<file path="config.mk">
export PLATFORM = sky130hd
export DESIGN_NAME = autopoll_sched
export DESIGN_NICKNAME = d
export VERILOG_FILES = /design/src/rtl/autopoll_pkg.sv /design/src/rtl/ap_ms_prescaler.sv /design/src/rtl/ap_interval_timer.sv /design/src/rtl/ap_packet_framer.sv /design/src/rtl/autopoll_sched.sv
export SDC_FILE = /design/constraint.sdc
export NUM_CORES = 1
export LEC_CHECK = 0
export BUFFER_PORTS_ARGS = -buffer_cell sky130_fd_sc_hd__buf_2
export CORE_ASPECT_RATIO = 1.25
export CORE_UTILIZATION = 45
export CTS_CLUSTER_DIAMETER = 30
export DETAILED_ROUTE_END_ITERATION = 12
export GPL_TIMING_DRIVEN = 0
export PLACE_DENSITY = 0.77
export RECOVER_POWER = 100
export SLEW_MARGIN = 25
export SYNTH_ARGS = -nofsm -noshare
export SYNTH_HDL_FRONTEND = slang
export SYNTH_SLANG_ARGS = --single-unit
</file>
<file path="constraint.sdc">
create_clock -name clk -period 2.4 [get_ports clk]
set_clock_uncertainty 0.2 [all_clocks]
set_input_delay 0.12 -clock clk [delete_from_list [all_inputs] [get_ports clk]]
set_output_delay 0.12 -clock clk [all_outputs]
set_load 0.05 [all_outputs]
</file>
<file path="src/rtl/autopoll_pkg.sv">
package autopoll_pkg;
   localparam logic [7:0] HDR_CHANNEL = 8'h00;
   localparam logic [7:0] HDR_POLLED  = 8'h40;

   typedef enum logic [1:0] {
      FR_IDLE,
      FR_HDR0,
      FR_HDR1,
      FR_BODY
   } frame_st_e;
endpackage

</file>
<file path="src/rtl/ap_ms_prescaler.sv">
module ap_ms_prescaler #(
   parameter int CYC_PER_MS = 50000
) (
   input  logic clk,
   input  logic rst_n,
   input  logic run,
   output logic tick
);
   if (CYC_PER_MS == 1) begin : g_direct
      assign tick = run;
   end else begin : g_count
      localparam int PW = $clog2(CYC_PER_MS);
      localparam logic [PW-1:0] LAST = PW'(CYC_PER_MS - 1);
      logic [PW-1:0] pre_q;

      assign tick = run && (pre_q == LAST);

      always_ff @(posedge clk) begin
         if (!rst_n || !run) pre_q <= '0;
         else if (tick)      pre_q <= '0;
         else                pre_q <= pre_q + 1'b1;
      end
   end
endmodule

</file>
<file path="src/rtl/ap_interval_timer.sv">
module ap_interval_timer #(
   parameter int CYC_PER_MS = 50000,
   parameter int RATE_W     = 8,
   parameter int RESET_RATE = 20
) (
   input  logic              clk,
   input  logic              rst_n,
   input  logic              poll_en,
   input  logic              rate_wr,
   input  logic [RATE_W-1:0] rate_val,
   output logic              poll_stb
);
   localparam logic [RATE_W-1:0] RATE_INIT = RATE_W'(RESET_RATE);
   localparam logic [RATE_W-1:0] ONE       = RATE_W'(1);

   logic              en_q, armed_q, stb_q, tick;
   logic [RATE_W-1:0] rate_q, ms_q, rate_nxt;
   logic              wr_ok, rise, fall, restart, run;

   assign wr_ok    = rate_wr && (rate_val != '0);
   assign rate_nxt = wr_ok ? rate_val : rate_q;
   assign rise     = poll_en && !en_q;
   assign fall     = !poll_en && en_q;
   assign restart  = rise || (armed_q && poll_en && wr_ok);
   assign run      = armed_q && poll_en && !restart;

   ap_ms_prescaler #(.CYC_PER_MS(CYC_PER_MS)) i_pre (
      .clk  (clk),
      .rst_n(rst_n),
      .run  (run),
      .tick (tick)
   );

   always_ff @(posedge clk) begin
      if (!rst_n) begin
         en_q    <= 1'b1;
         armed_q <= 1'b0;
         rate_q  <= RATE_INIT;
         ms_q    <= RATE_INIT;
         stb_q   <= 1'b0;
      end else begin
         en_q   <= poll_en;
         rate_q <= rate_nxt;
         stb_q  <= tick && (ms_q == ONE);
         if (rise)      armed_q <= 1'b1;
         else if (fall) armed_q <= 1'b0;
         if (restart)   ms_q <= rate_nxt;
         else if (tick) ms_q <= (ms_q == ONE) ? rate_nxt : ms_q - 1'b1;
      end
   end

   assign poll_stb = stb_q;

   assert_zero_rate_kept_R6: assert property (@(posedge clk) disable iff (!rst_n)
      (rate_wr && rate_val == '0) |=> $stable(rate_q));
   always_ff @(posedge clk)
      if (rst_n) assert_rate_nonzero_R6: assert (rate_q != '0);
endmodule

</file>
<file path="src/rtl/ap_packet_framer.sv">
module ap_packet_framer
   import autopoll_pkg::*;
#(
   parameter int MAX_BYTES = 8,
   parameter int LEN_W     = 4
) (
   input  logic                   clk,
   input  logic                   rst_n,
   input  logic                   rsp_valid,
   input  logic [LEN_W-1:0]       rsp_len,
   input  logic [8*MAX_BYTES-1:0] rsp_data,
   output logic                   pkt_valid,
   input  logic                   pkt_ready,
   output logic [7:0]             pkt_data,
   output logic                   pkt_last
);
   localparam logic [LEN_W-1:0] MAXB = LEN_W'(MAX_BYTES);

   frame_st_e              st_q;
   logic [LEN_W-1:0]       len_q, idx_q, len_cl;
   logic [8*MAX_BYTES-1:0] buf_q;
   logic                   accept, at_end;

   assign len_cl = (rsp_len > MAXB) ? MAXB : rsp_len;
   assign accept = rsp_valid && (st_q == FR_IDLE) && (rsp_len != '0);
   assign at_end = (idx_q == len_q - 1'b1);

   always_ff @(posedge clk) begin
      if (!rst_n) begin
         st_q  <= FR_IDLE;
         len_q <= '0;
         idx_q <= '0;
         buf_q <= '0;
      end else begin
         case (st_q)
            FR_IDLE: if (accept) begin
               st_q  <= FR_HDR0;
               len_q <= len_cl;
               idx_q <= '0;
               buf_q <= rsp_data;
            end
            FR_HDR0: if (pkt_ready) st_q <= FR_HDR1;
            FR_HDR1: if (pkt_ready) st_q <= FR_BODY;
            FR_BODY: if (pkt_ready) begin
               if (at_end) st_q <= FR_IDLE;
               else        idx_q <= idx_q + 1'b1;
            end
            default: st_q <= FR_IDLE;
         endcase
      end
   end

   always_comb begin
      pkt_valid = (st_q != FR_IDLE);
      pkt_last  = (st_q == FR_BODY) && at_end;
      case (st_q)
         FR_HDR0: pkt_data = HDR_CHANNEL;
         FR_HDR1: pkt_data = HDR_POLLED;
         FR_BODY: pkt_data = buf_q[idx_q*8 +: 8];
         default: pkt_data = 8'h00;
      endcase
   end

   assert_hold_R11: assert property (@(posedge clk) disable iff (!rst_n)
      (pkt_valid && !pkt_ready) |=> (pkt_valid && $stable(pkt_data)));
   assert_end_idle_R9: assert property (@(posedge clk) disable iff (!rst_n)
      (pkt_valid && pkt_ready && pkt_last) |=> !pkt_valid);
   assert_empty_silent_R10: assert property (@(posedge clk) disable iff (!rst_n)
      (rsp_valid && rsp_len == '0 && !pkt_valid) |=> !pkt_valid);
endmodule

</file>
<file path="src/rtl/autopoll_sched.sv">
module autopoll_sched #(
   parameter int               CYC_PER_MS = 50000,
   parameter int               RATE_W     = 8,
   parameter int               RESET_RATE = 20,
   parameter int               MASK_W     = 16,
   parameter logic [MASK_W-1:0] RESET_MASK = '1,
   parameter int               MAX_BYTES  = 8,
   localparam int              LEN_W      = $clog2(MAX_BYTES + 1)
) (
   input  logic                   clk,
   input  logic                   rst_n,
   input  logic                   poll_en,
   input  logic                   rate_wr,
   input  logic [RATE_W-1:0]      rate_val,
   input  logic                   mask_wr,
   input  logic [MASK_W-1:0]      mask_val,
   output logic                   poll_stb,
   output logic [MASK_W-1:0]      poll_mask,
   input  logic                   rsp_valid,
   input  logic [LEN_W-1:0]       rsp_len,
   input  logic [8*MAX_BYTES-1:0] rsp_data,
   output logic                   pkt_valid,
   input  logic                   pkt_ready,
   output logic [7:0]             pkt_data,
   output logic                   pkt_last
);
   if (CYC_PER_MS < 1) begin : g_bad_pre
      $error("CYC_PER_MS must be at least 1");
   end
   if (RESET_RATE < 1 || RESET_RATE >= (1 << RATE_W)) begin : g_bad_rate
      $error("RESET_RATE must be nonzero and fit RATE_W");
   end
   if (MAX_BYTES < 1) begin : g_bad_len
      $error("MAX_BYTES must be at least 1");
   end

   logic [MASK_W-1:0] mask_q;

   always_ff @(posedge clk) begin
      if (!rst_n)       mask_q <= RESET_MASK;
      else if (mask_wr) mask_q <= mask_val;
   end
   assign poll_mask = mask_q;

   ap_interval_timer #(
      .CYC_PER_MS(CYC_PER_MS),
      .RATE_W    (RATE_W),
      .RESET_RATE(RESET_RATE)
   ) i_timer (
      .clk     (clk),
      .rst_n   (rst_n),
      .poll_en (poll_en),
      .rate_wr (rate_wr),
      .rate_val(rate_val),
      .poll_stb(poll_stb)
   );

   ap_packet_framer #(
      .MAX_BYTES(MAX_BYTES),
      .LEN_W    (LEN_W)
   ) i_framer (
      .clk      (clk),
      .rst_n    (rst_n),
      .rsp_valid(rsp_valid),
      .rsp_len  (rsp_len),
      .rsp_data (rsp_data),
      .pkt_valid(pkt_valid),
      .pkt_ready(pkt_ready),
      .pkt_data (pkt_data),
      .pkt_last (pkt_last)
   );

   assert_poll_needs_enable_R4: assert property (@(posedge clk) disable iff (!rst_n)
      poll_stb |-> $past(poll_en));
endmodule

</file>
==> results summary, run 1 <==
The combinational family with the most area after synthesis is simple AND/OR/NAND/NOR gates. Of the total synthesized cell area, the portion taken by full adders, half adders and majority gates is 0.0243. The worst ir drop on vdd is 0.000503 V.

The total setup violations reported at the end of the flow came out at 0. The total placed instance area is 6500 sq um. Dividing total power by cell area gives a power density of 778 nW/um^2. The post-detailed-route wirelength per cell is 16.5 microns. The number of clock buffers added by TritonCTS is 17.

The floorplan has 45 rows. The simple logic cell fraction of the synthesized area is 0.218. The number of iterations in the first detailed-routing pass is 5. The number of clock sinks seen by CTS is 125. TritonCTS built the clock tree. The finished cells cover 8240 sq um.

The path with the worst hold slack has its endpoint at i_framer.st_q[1]. The initial antenna violation count came out at 0. For met2 alone, demand over resource in global routing was 0.528. In this run the most critical hold path is launched from rsp_valid. The count of fill cells added during filler insertion came out at 932.

Hold is met by 13.0 ps. The DRC violations left came out at 0. The area share of the largest cell type after synthesis is 0.441.

The detailed router's first-iteration violation count is 295. The worst reg-to-reg path cell count is 6. The buffer cell driving the clock tree root is sky130_fd_sc_hd__clkbuf_16. The final number of hold-violating endpoints is 0. Data arrives at the worst endpoint at 2030 ps. The clock-pin slew on the worst setup and hold paths came out at 50 ps. The met3 track demand over resource came out at 0.0547. The max-slew violation count came out at 0.

Overall power consumption after layout is estimated at 6.41 mW. The highest clock frequency the design can meet came out at 426 MHz. The synthesized instance count is 647. In the routed layout, each cell is associated on average with a via count of 5.38.

After synthesis, the cell types taking the most area are sky130_fd_sc_hd__dfxtp_1, sky130_fd_sc_hd__nand2_1, sky130_fd_sc_hd__a21oi_1. The summed instance area of the synthesized netlist came out at 5670 sq um. The HPWL reported at the end of detailed placement came out at 10600 microns.

For this run, the number of Yosys warnings is 0. From bottom edge to top edge, the die measures 128 microns. Pin placement for this block handled 126 I/O pins. The actual slew at the worst max-slew pin came out at 759 ps. Routability-driven placement finished with a final weighted congestion of 0.839.

The smallest clock period supported by the final layout is computed as 2350 ps. The worst register-to-register path begins at i_timer.ms_q[0]. At the later pin of the worst-skew pair, clock insertion delay measures 410 ps. The via count of the first global-routing pass is 5893.

The part of the Yosys area used for sequential elements came out at 0.441. Counting flops with a built-in enable in the synthesized netlist gives 0. The effective utilization at floorplan is 0.464. The share of flip-flops with an asynchronous set or reset is 0. The area used by multi-input combinational logic came out at 2970 sq um. In this run the tool buffered the top-level ports with 123 buffer cells. After global routing the overflow that remains totals 0.

The total negative setup slack is 0 ps. The compound-gate portion of the synthesized area came out at 0.129. The proportion of synthesized area in mux cells is 0.117.

Yosys instantiated no cell more often than sky130_fd_sc_hd__nand2_1. Of the cells placed in the final design, the portion with a size suffix greater than 1 is 0.211. The largest net degree at the start of global routing came out at 17. The area of the placeable core came out at 12200 sq um. The register-to-register setup slack came out at 100 ps. The total vias in the final route came out at 5788. Including well taps, the total number of placed cells is 934. The number of nets in the final layout is 1009. The first-pass GRT wire length is 28100 microns.

The critical path data required time came out at 2080 ps. STA classifies the critical path startpoint as a flop. The sequential cells in the finished layout cover a total of 2510 sq um. In this run the most used layer during global routing was met2. The setup path with the least slack is of type flop to output port.

The repair_antennas step left the layout with diodes totalling 0. After synthesis the netlist holds a flip-flop and latch count of 125. The count of non-filler cells in the finished layout came out at 1076. A synthesized cell averages 8.77 sq um. The maximum fanout count along the critical path is 8. The beginning of the critical path is i_framer.idx_q[0].

The run finished with clean final reports. In this run the critical register-to-register path is captured at i_timer.ms_q[1]. The post-synthesis share of cell area spent on xor and xnor gates is 0.0333.

From synthesis to final layout, the design area changed by 45.2%. Dividing the final minimum period by the clock period gives 0.977. The netlist uses 60 different library cells. The tool flagged a number of max-cap violations equal to 0. The met1 routing resource usage after global routing came out at 0.291. The net count after synthesis came out at 757.

The die boundary width came out at 102 microns. The headroom to the max-slew limit is 0.494. The count of nets left with antenna violations once routing finished came out at 0. Across every metal layer, demand over resource in global routing totals 0.281. The post-detailed-routing wire length came out at 17700 microns. The post-synthesis cell type with the largest combined area is sky130_fd_sc_hd__dfxtp_1. The most instantiated flip-flop cell in the synthesis netlist is sky130_fd_sc_hd__dfxtp_1. The reported leakage power came out at 3.28 nW. The worst hold path passes through 4 cells. The maximum level of the CTS H-tree came out at 4.

The die footprint came out at 13100 sq um. The number of buffers on the longest clock path came out at 2. The type of the worst min-delay path is input port to flop.

The capturing element type of the critical path is an output port. After synthesis, the most frequently instantiated cells are sky130_fd_sc_hd__nand2_1, sky130_fd_sc_hd__dfxtp_1, sky130_fd_sc_hd__a21oi_1.
[state kept, by name, summed over array words and instances (netlist names)]
name,count
i_framer.buf_q,64
i_framer.idx_q,4
i_framer.len_q,4
i_framer.st_q,2
i_timer.armed_q,1
i_timer.en_q,1
i_timer.i_pre.g_count.pre_q,16
i_timer.ms_q,8
i_timer.poll_stb,1
i_timer.rate_q,8
poll_mask,16
[cells by family after synthesis]
family | after synthesis
simple gates | 270
flops | 125
compound gates | 124
buf+inv | 51
mux | 46
xor+xnor | 20
fa+ha+maj | 11
[layout by cell type (no fill, tap or decap), types with 4 or more instances in the layout]
cell | Yosys | routed
sky130_fd_sc_hd__nand2_1 | 162 | 162
sky130_fd_sc_hd__dfxtp_1 | 125 | 124
sky130_fd_sc_hd__dlygate4sd3_1 | 0 | 107
sky130_fd_sc_hd__buf_2 | 5 | 104
sky130_fd_sc_hd__a21oi_1 | 76 | 76
sky130_fd_sc_hd__clkbuf_1 | 30 | 40
sky130_fd_sc_hd__nor2_1 | 40 | 39
sky130_fd_sc_hd__mux2i_1 | 26 | 26
sky130_fd_sc_hd__clkbuf_16 | 0 | 17
sky130_fd_sc_hd__mux4_2 | 16 | 16
sky130_fd_sc_hd__nor3_1 | 16 | 15
sky130_fd_sc_hd__inv_1 | 14 | 14
sky130_fd_sc_hd__o21ai_0 | 14 | 14
sky130_fd_sc_hd__nand3_1 | 13 | 12
sky130_fd_sc_hd__ha_1 | 11 | 11
sky130_fd_sc_hd__xnor2_1 | 10 | 10
sky130_fd_sc_hd__xor2_1 | 9 | 9
sky130_fd_sc_hd__clkbuf_2 | 0 | 8
sky130_fd_sc_hd__o22ai_1 | 5 | 5
sky130_fd_sc_hd__clkbuf_8 | 1 | 4
sky130_fd_sc_hd__clkinv_4 | 0 | 4
sky130_fd_sc_hd__clkinvlp_4 | 0 | 4
sky130_fd_sc_hd__buf_4 | 0 | 4
[layer usage]
metal / up-vias / routed length, microns
met2: 267 / 9610
met4: 0 / 670
met1: 2719 / 6400
met3: 50 / 1060
li1: 2752 / -
met5: - / 0
[where the power goes]
part	switching, mW	internal, mW
clock	0.970	1.51
combinational	0.857	0.585
sequential	0.156	2.33
[worst max-delay path, cell delays in order (launching register included)]
cell                       delay, ps
sky130_fd_sc_hd__dfxtp_4         380
sky130_fd_sc_hd__buf_12          150
sky130_fd_sc_hd__buf_12          110
sky130_fd_sc_hd__mux4_2          490
sky130_fd_sc_hd__mux2i_1         160
sky130_fd_sc_hd__nor2_1           70
sky130_fd_sc_hd__clkbuf_2        250
[metrics by stage]
step	setup WS [ps]	utilization
floorplan	42.3	-
global placement	41.0	0.532
detailed placement	23.3	0.532
CTS	1.05	0.671
global route	-23.6	0.674
finish	54.7	0.674
[worst max path at each step]
stage	endpoint	slack, ps	cells after the start
after floorplan	i_framer.idx_q[3]	40	7
after global placement	i_timer.ms_q[1]	40	6
after detailed placement	pkt_data[6]	20	6
after CTS	pkt_data[7]	1	6
after global routing	i_framer.buf_q[40]	-20	7
final	pkt_data[4]	50	6
[cell type report]
type                       instances  area share
sequential                       125       0.304
multi-input combinational        471       0.361
clock inverter                    12      0.0138
inverter                          14     0.00638
timing repair buffer             234       0.208
clock buffer                      20      0.0567
buffer                            36      0.0249
tap                              164      0.0249
[repair_timing]
action,CTS,global route
gates resized for setup,13,28
hold endpoints to repair,106,0
hold buffers,107,0
endpoints found under the setup margin,9,59
pin swaps,1,0
gates cloned,0,0
buffers inserted,1,3
Note: power is estimated with default switching activity, not from simulation.
==> run 2: changes to the inputs <==
--- a/config.mk
+++ b/config.mk
@@ -11,7 +11,7 @@
 export CTS_CLUSTER_DIAMETER = 30
 export DETAILED_ROUTE_END_ITERATION = 12
 export GPL_TIMING_DRIVEN = 0
-export PLACE_DENSITY = 0.77
+export PLACE_DENSITY = 0.68
 export RECOVER_POWER = 100
 export SLEW_MARGIN = 25
 export SYNTH_ARGS = -nofsm -noshare
==> results summary, run 2 (synthesized netlist as in run 1, its figures left out) <==
The capturing element type of the critical path is an output port. The number of buffers created by CTS is 17. The number of iterations in the first detailed-routing pass came out at 5.

The worst-case IR drop observed on VDD is 0.000546 V. The total vias in the final route came out at 5689. The aggregate global routing overflow is 0. In the final routed layout, each cell accounts on average for 15.6 microns. The post-layout total power came out at 6.54 mW. The origin of the critical flop-to-flop path is i_timer.ms_q[1].

The largest net degree at the start of global routing is 17. The headroom to the max-slew limit is 0.539. The DRC violations left is 0. The met1 routing resource usage after global routing came out at 0.287. For hold timing, the worst endpoint is i_timer.ms_q[5]. Dividing total power by cell area gives a power density of 783 nW/um^2. The worst setup path is launched from a flop. The highest clock frequency the design can meet is 424 MHz.

The layer with the highest usage is met2. In the layout the commonest cells are sky130_fd_sc_hd__nand2_1, sky130_fd_sc_hd__dfxtp_1, sky130_fd_sc_hd__dlygate4sd3_1, sky130_fd_sc_hd__buf_2, sky130_fd_sc_hd__a21oi_1. The y dimension of the die is 128 microns. The worst reg-to-reg path cell count came out at 7.

The detailed router finished its first iteration with 240 violations. The run finished with clean final reports. For met3 alone, demand over resource in global routing was 0.0432. The critical path in this run is classified as flop to output port. The number of nets in the final layout is 1018. The capturing point of the worst reg2reg path is i_timer.ms_q[1]. The data arrival time of the critical path came out at 2040 ps. The number of buffers on the longest clock path came out at 2.

The first-pass GRT wire length came out at 27000 microns. The later-pin clock latency in the skew report is 410 ps. The fraction of met2 tracks used by global routing is 0.492.

The register with the most flip-flops in the final layout is i_framer.buf_q. The area added between synthesis and finish came out at 47.1%. The number of core rows is 45. The analysis attributes to cell leakage a power of 3.34 nW. The final number of hold-violating endpoints was 0. The leading cell type in the layout, fill and taps excluded is sky130_fd_sc_hd__nand2_1.

The via count normalized by instance count came out at 5.25. The repair_antennas step left the layout with diodes totalling 0. The number of top-level pins came out at 126.

The count of antenna-violating nets left after detailed routing came out at 0. In this run the register-to-register setup slack is 90 ps. In this run the clock root is driven by a sky130_fd_sc_hd__clkbuf_16.

The final period utilization came out at 0.982. The share of final-layout standard cells stronger than drive strength 1 came out at 0.217. The initial antenna violation count is 0. The path class of the tightest hold or removal check is input port to flop. The total setup violations reported at the end of the flow came out at 0. The HPWL reported at the end of detailed placement is 11200 microns. The clock-pin slew on the worst setup and hold paths is 60 ps. Max-cap violations in this run came to 0. The routed design has 16900 microns of wire. The count of non-filler cells in the finished layout is 1084.

The maximum fanout count along the critical path came out at 9. The floorplan step defined a die boundary enclosing 13100 sq um. The actual slew at the worst max-slew pin came out at 691 ps. The critical path data required time came out at 2080 ps. The cell total after placement came out at 934. The number of clock sinks seen by CTS came out at 125. Counting instances, the worst hold path has a depth of 4. The effective utilization at floorplan came out at 0.464. The global router's overall resource usage is 0.270. The congestion estimate from routability-driven global placement came to 0.859. The via count of the first global-routing pass was 5778. The quantity of I/O buffers inserted on ports came out at 123. The maximum level of the CTS H-tree came out at 4. The startpoint of the most critical hold path is rate_val[5].

The register with the most flip-flops in the layout has 64 of them. In this run the horizontal extent of the chip is 102 microns. TritonCTS built the clock tree. The clock period minus final worst setup slack is 2360 ps. The floorplan step defined a core boundary enclosing 12200 sq um. The max-slew violation count came out at 0.
## run 2: changes by cell type in the layout (fill, tap and decap cells not counted), sizes merged
cell | before | now
buf | 114 | 116
clkinvlp | 4 | 3
clkinv | 6 | 3
bufinv | 1 | 3
inv | 15 | 17
clkbuf | 69 | 75
## run 2: repair_timing
action | CTS | global route
hold buffers | 107 | 0
pin swaps | 1 | 2
resized for setup | 13 | 28
hold endpoints to repair | 105 | 0
buffers inserted | 1 | 11
endpoints found under the setup margin | 9 | 75
## run 2: power breakdown
part           switching [mW]  internal, mW  total, mW  leakage, nW
logic                   0.833         0.588       1.42         2.02
clock network           0.950          1.69       2.64        0.292
registers               0.148          2.33       2.48         1.02
## run 2: worst max-delay path by stage
stage | from | endpoint | slack (ps)
global placement | i_framer.idx_q[0] | pkt_data[7] | 40
CTS | i_timer.ms_q[1] | i_timer.ms_q[1] | 0.3
finish | i_framer.idx_q[0] | pkt_data[2] | 40
detailed placement | i_framer.idx_q[1] | pkt_data[6] | 10
floorplan | i_framer.len_q[0] | i_framer.idx_q[3] | 40
global route | i_framer.idx_q[0] | pkt_data[0] | -6
## run 2: area by class of cell
class / count / area [sq um]
fill: 974 / 3870
multi-input combinational: 471 / 2980
sequential: 125 / 2510
timing repair buffer: 242 / 1770
clock buffer: 19 / 453
buffer: 37 / 213
tap: 164 / 205
clock inverter: 12 / 161
inverter: 14 / 52.6
## run 2: critical path, cell delays in order, from the launching register on
cell and delay [ps]:
sky130_fd_sc_hd__dfxtp_4 380, sky130_fd_sc_hd__buf_12 150, sky130_fd_sc_hd__buf_4 120, sky130_fd_sc_hd__mux4_2 490, sky130_fd_sc_hd__mux2i_1 170, sky130_fd_sc_hd__nor2_1 70
sky130_fd_sc_hd__buf_2 230
## run 2: layer usage
layer / part of all wire / vias up
met5: 0 / -
met4: 0.045 / 0
met3: 0.038 / 57
met2: 0.53 / 177
met1: 0.39 / 2683
li1: - / 2772
## run 2: per-stage QoR
stage	setup WS, ps	util	area [sq um]	hold WS [ps]	TNS [ps]
3_5_place_dp	10.7	0.532	6500	144	0
2_1_floorplan	42.3	-	5680	21.5	0
4_1_cts	0.279	0.674	8230	57.7	0
5_1_grt	-6.13	0.683	8340	135	-14.7
3_3_place_gp	44.1	0.532	6500	137	0
6_report	42.8	0.683	8340	73.1	0
==> run 3: changes to the inputs <==
==> constraint.sdc (replaced) <==
create_clock -name clk -period 2.4 [get_ports clk]
set_clock_uncertainty 0.2 [all_clocks]
set_input_delay 0.72 -clock clk [delete_from_list [all_inputs] [get_ports clk]]
set_output_delay 0.72 -clock clk [all_outputs]
set_load 0.05 [all_outputs]
==> results summary, run 3 (synthesized netlist as in run 1, its figures left out) <==
The final instance area is 7500 sq um. Leaving out fill and tap cells, the most frequent cells in the layout are sky130_fd_sc_hd__nand2_1, sky130_fd_sc_hd__dfxtp_1, sky130_fd_sc_hd__buf_2, sky130_fd_sc_hd__a21oi_1, sky130_fd_sc_hd__clkbuf_1. The final reports fail on negative setup slack. The highest clock frequency the design can meet is 347 MHz. The flip-flop count of the largest register, all copies and words added is 64. The aggregate global routing overflow is 0. The via count normalized by instance count is 5.33.

The congestion estimate from routability-driven global placement came to 0.915. The run finished, with violations left. The maximum level of the CTS H-tree is 4. The initial antenna violation count is 0.

The y dimension of the die is 128 microns. The critical path data required time is 1480 ps. The headroom to the max-slew limit came out at 0.487. The number of antenna repair diodes came out at 0. The HPWL reported at the end of detailed placement came out at 11000 microns. Counting flops per register, the top entry is i_framer.buf_q. The final number of hold-violating endpoints is 0. The area of the placeable core came out at 12200 sq um. The number of top-level pins is 126. Across all setup checks in the final design, the least slack found is -485 ps. The worst hold path stage count came out at 1.

The capturing point of the worst reg2reg path is i_timer.ms_q[1]. For this design the static power due to leakage is 2.93 nW. CTS placed an instance of sky130_fd_sc_hd__clkbuf_16 at the clock tree root. The max-slew violation count is 0. The startpoint identified for the worst register-to-register timing path is i_timer.ms_q[1]. Port buffering added 123 buffers. The total placed instance area is 6600 sq um. The worst reg-to-reg path cell count is 7. The number of iterations in the first detailed-routing pass came out at 5. The clock period minus final worst setup slack is 2890 ps. For the worst-skew pair, the clock arrives at the later sink with an insertion delay of 410 ps. Setup repair after global routing could not meet its margin everywhere. The first-pass GRT wire length came out at 24700 microns. For this block, the routed nets add up to 15400 microns of wire. Setup slack on the worst reg-to-reg path comes out at 160 ps.

The via count of the first global-routing pass came out at 5143. The final period utilization is 1.20. Counting the fill cells in the layout gives 1060. The number of core rows came out at 45.

The number of clock buffers added by TritonCTS is 17. The count of antenna-violating nets left after detailed routing came out at 0. The clock-pin slew on the worst setup and hold paths is 60 ps. Counting every sink on the clock net gives 125. The share of final-layout standard cells stronger than drive strength 1 is 0.275. The post-layout total power is 6.31 mW. The number of maximum-capacitance violations is 0. The cell total after placement came out at 934. The die footprint came out at 13100 sq um.

Setup violations remaining at the end of the flow were counted as 27. TritonCTS built the clock tree. The number of nets in the final layout came out at 913. The detailed router's first-iteration violation count is 311. For hold timing, the worst endpoint is i_timer.i_pre.g_count.pre_q[0]. The maximum fanout count along the critical path is 5. The worst ir drop on vdd is 0.000449 V. Measured along the x axis, the die boundary spans 102 microns. The data arrival time of the critical path came out at 1970 ps.

For the final routed database, the setup TNS stands at -5880 ps. The type of the setup path with the least slack is flop to output port. STA classifies the critical path endpoint as an output port. On the final layout, the worst hold slack is 247 ps.

The total power divided by cell area came out at 841 nW/um^2. The global router's overall resource usage is 0.247. The effective utilization at floorplan came out at 0.464. Prior to clock tree synthesis, the placed netlist has a worst setup slack of -456 ps.

The startpoint class of the critical path is a flop. The post-detailed-route wirelength per cell is 15.7 microns. Relative to the synthesized area, the layout overhead comes to 32.2%. The number of buffers on the longest clock path came out at 2. The routed layout has 5222 vias. The startpoint of the most critical hold path is i_timer.i_pre.g_count.pre_q[0]. The largest net degree at the start of global routing is 17. The type of the worst min-delay path is flop to flop. The final core area utilization came out at 0.614. Excluding fillers, the count of instances in the completed layout stands at 979. The leading cell type in the layout, fill and taps excluded is sky130_fd_sc_hd__nand2_1.

The DRC violations left came out at 0. The actual slew at the worst max-slew pin is 762 ps.
## run 3: changes by cell type in the layout (fill, tap and decap cells not counted), moves of 3 or more
cell and change:
sky130_fd_sc_hd__nor2_4 +8, sky130_fd_sc_hd__inv_2 +3, sky130_fd_sc_hd__inv_1 -3, sky130_fd_sc_hd__dlygate4sd3_1 -107, sky130_fd_sc_hd__clkbuf_2 -4, sky130_fd_sc_hd__buf_2 -4
sky130_fd_sc_hd__nor2_1 -7, sky130_fd_sc_hd__mux2i_4 +6, sky130_fd_sc_hd__mux2i_1 -8, sky130_fd_sc_hd__buf_6 +8
## run 3: report_power, final
part / internal [mW] / switching (mW)
clock: 1.48 / 0.951
sequential: 2.33 / 0.153
combinational: 0.543 / 0.854
## run 3: worst max-delay path, stage by stage (launching register included)
cell                      delay, ps
sky130_fd_sc_hd__dfxtp_4        380
sky130_fd_sc_hd__buf_12         140
sky130_fd_sc_hd__buf_12         100
sky130_fd_sc_hd__mux4_2         530
sky130_fd_sc_hd__mux2i_4        190
sky130_fd_sc_hd__nor2_4          50
sky130_fd_sc_hd__buf_6          160
## run 3: layout make-up
type	count	area, sq um	area share
plain buffers	37	218	0.0290
clock buffers	19	453	0.0604
clock inverters	12	115	0.0154
inverters	14	52.6	0.00701
multi-input cells	471	3150	0.420
flip-flops and latches	125	2510	0.335
well taps	164	205	0.0274
repair buffers	137	798	0.106
## run 3: repair_timing
action,in CTS,in global routing
resized for setup,48,26
hold buffers,0,0
endpoints found under the setup margin,25,54
cloned,2,0
buffers inserted,10,3
pin swaps,6,6
## run 3: worst max path at each step
stage / from / end / slack (ps)
after floorplan: i_framer.len_q[0] / pkt_last / -20
after global placement: rsp_len[2] / i_framer.buf_q[62] / -420
after detailed placement: rsp_len[2] / i_framer.buf_q[4] / -460
after CTS: i_framer.idx_q[0] / pkt_data[7] / -510
after global routing: i_framer.idx_q[0] / pkt_data[7] / -540
final: i_framer.idx_q[0] / pkt_data[1] / -490
## run 3: routing by layer
metal	GRT usage	vias to the layer above	part of all wire
met5	0	-	0
met4	0.121	0	0.025
met3	0.0509	25	0.053
met2	0.430	198	0.52
met1	0.285	2446	0.40
li1	-	2553	-
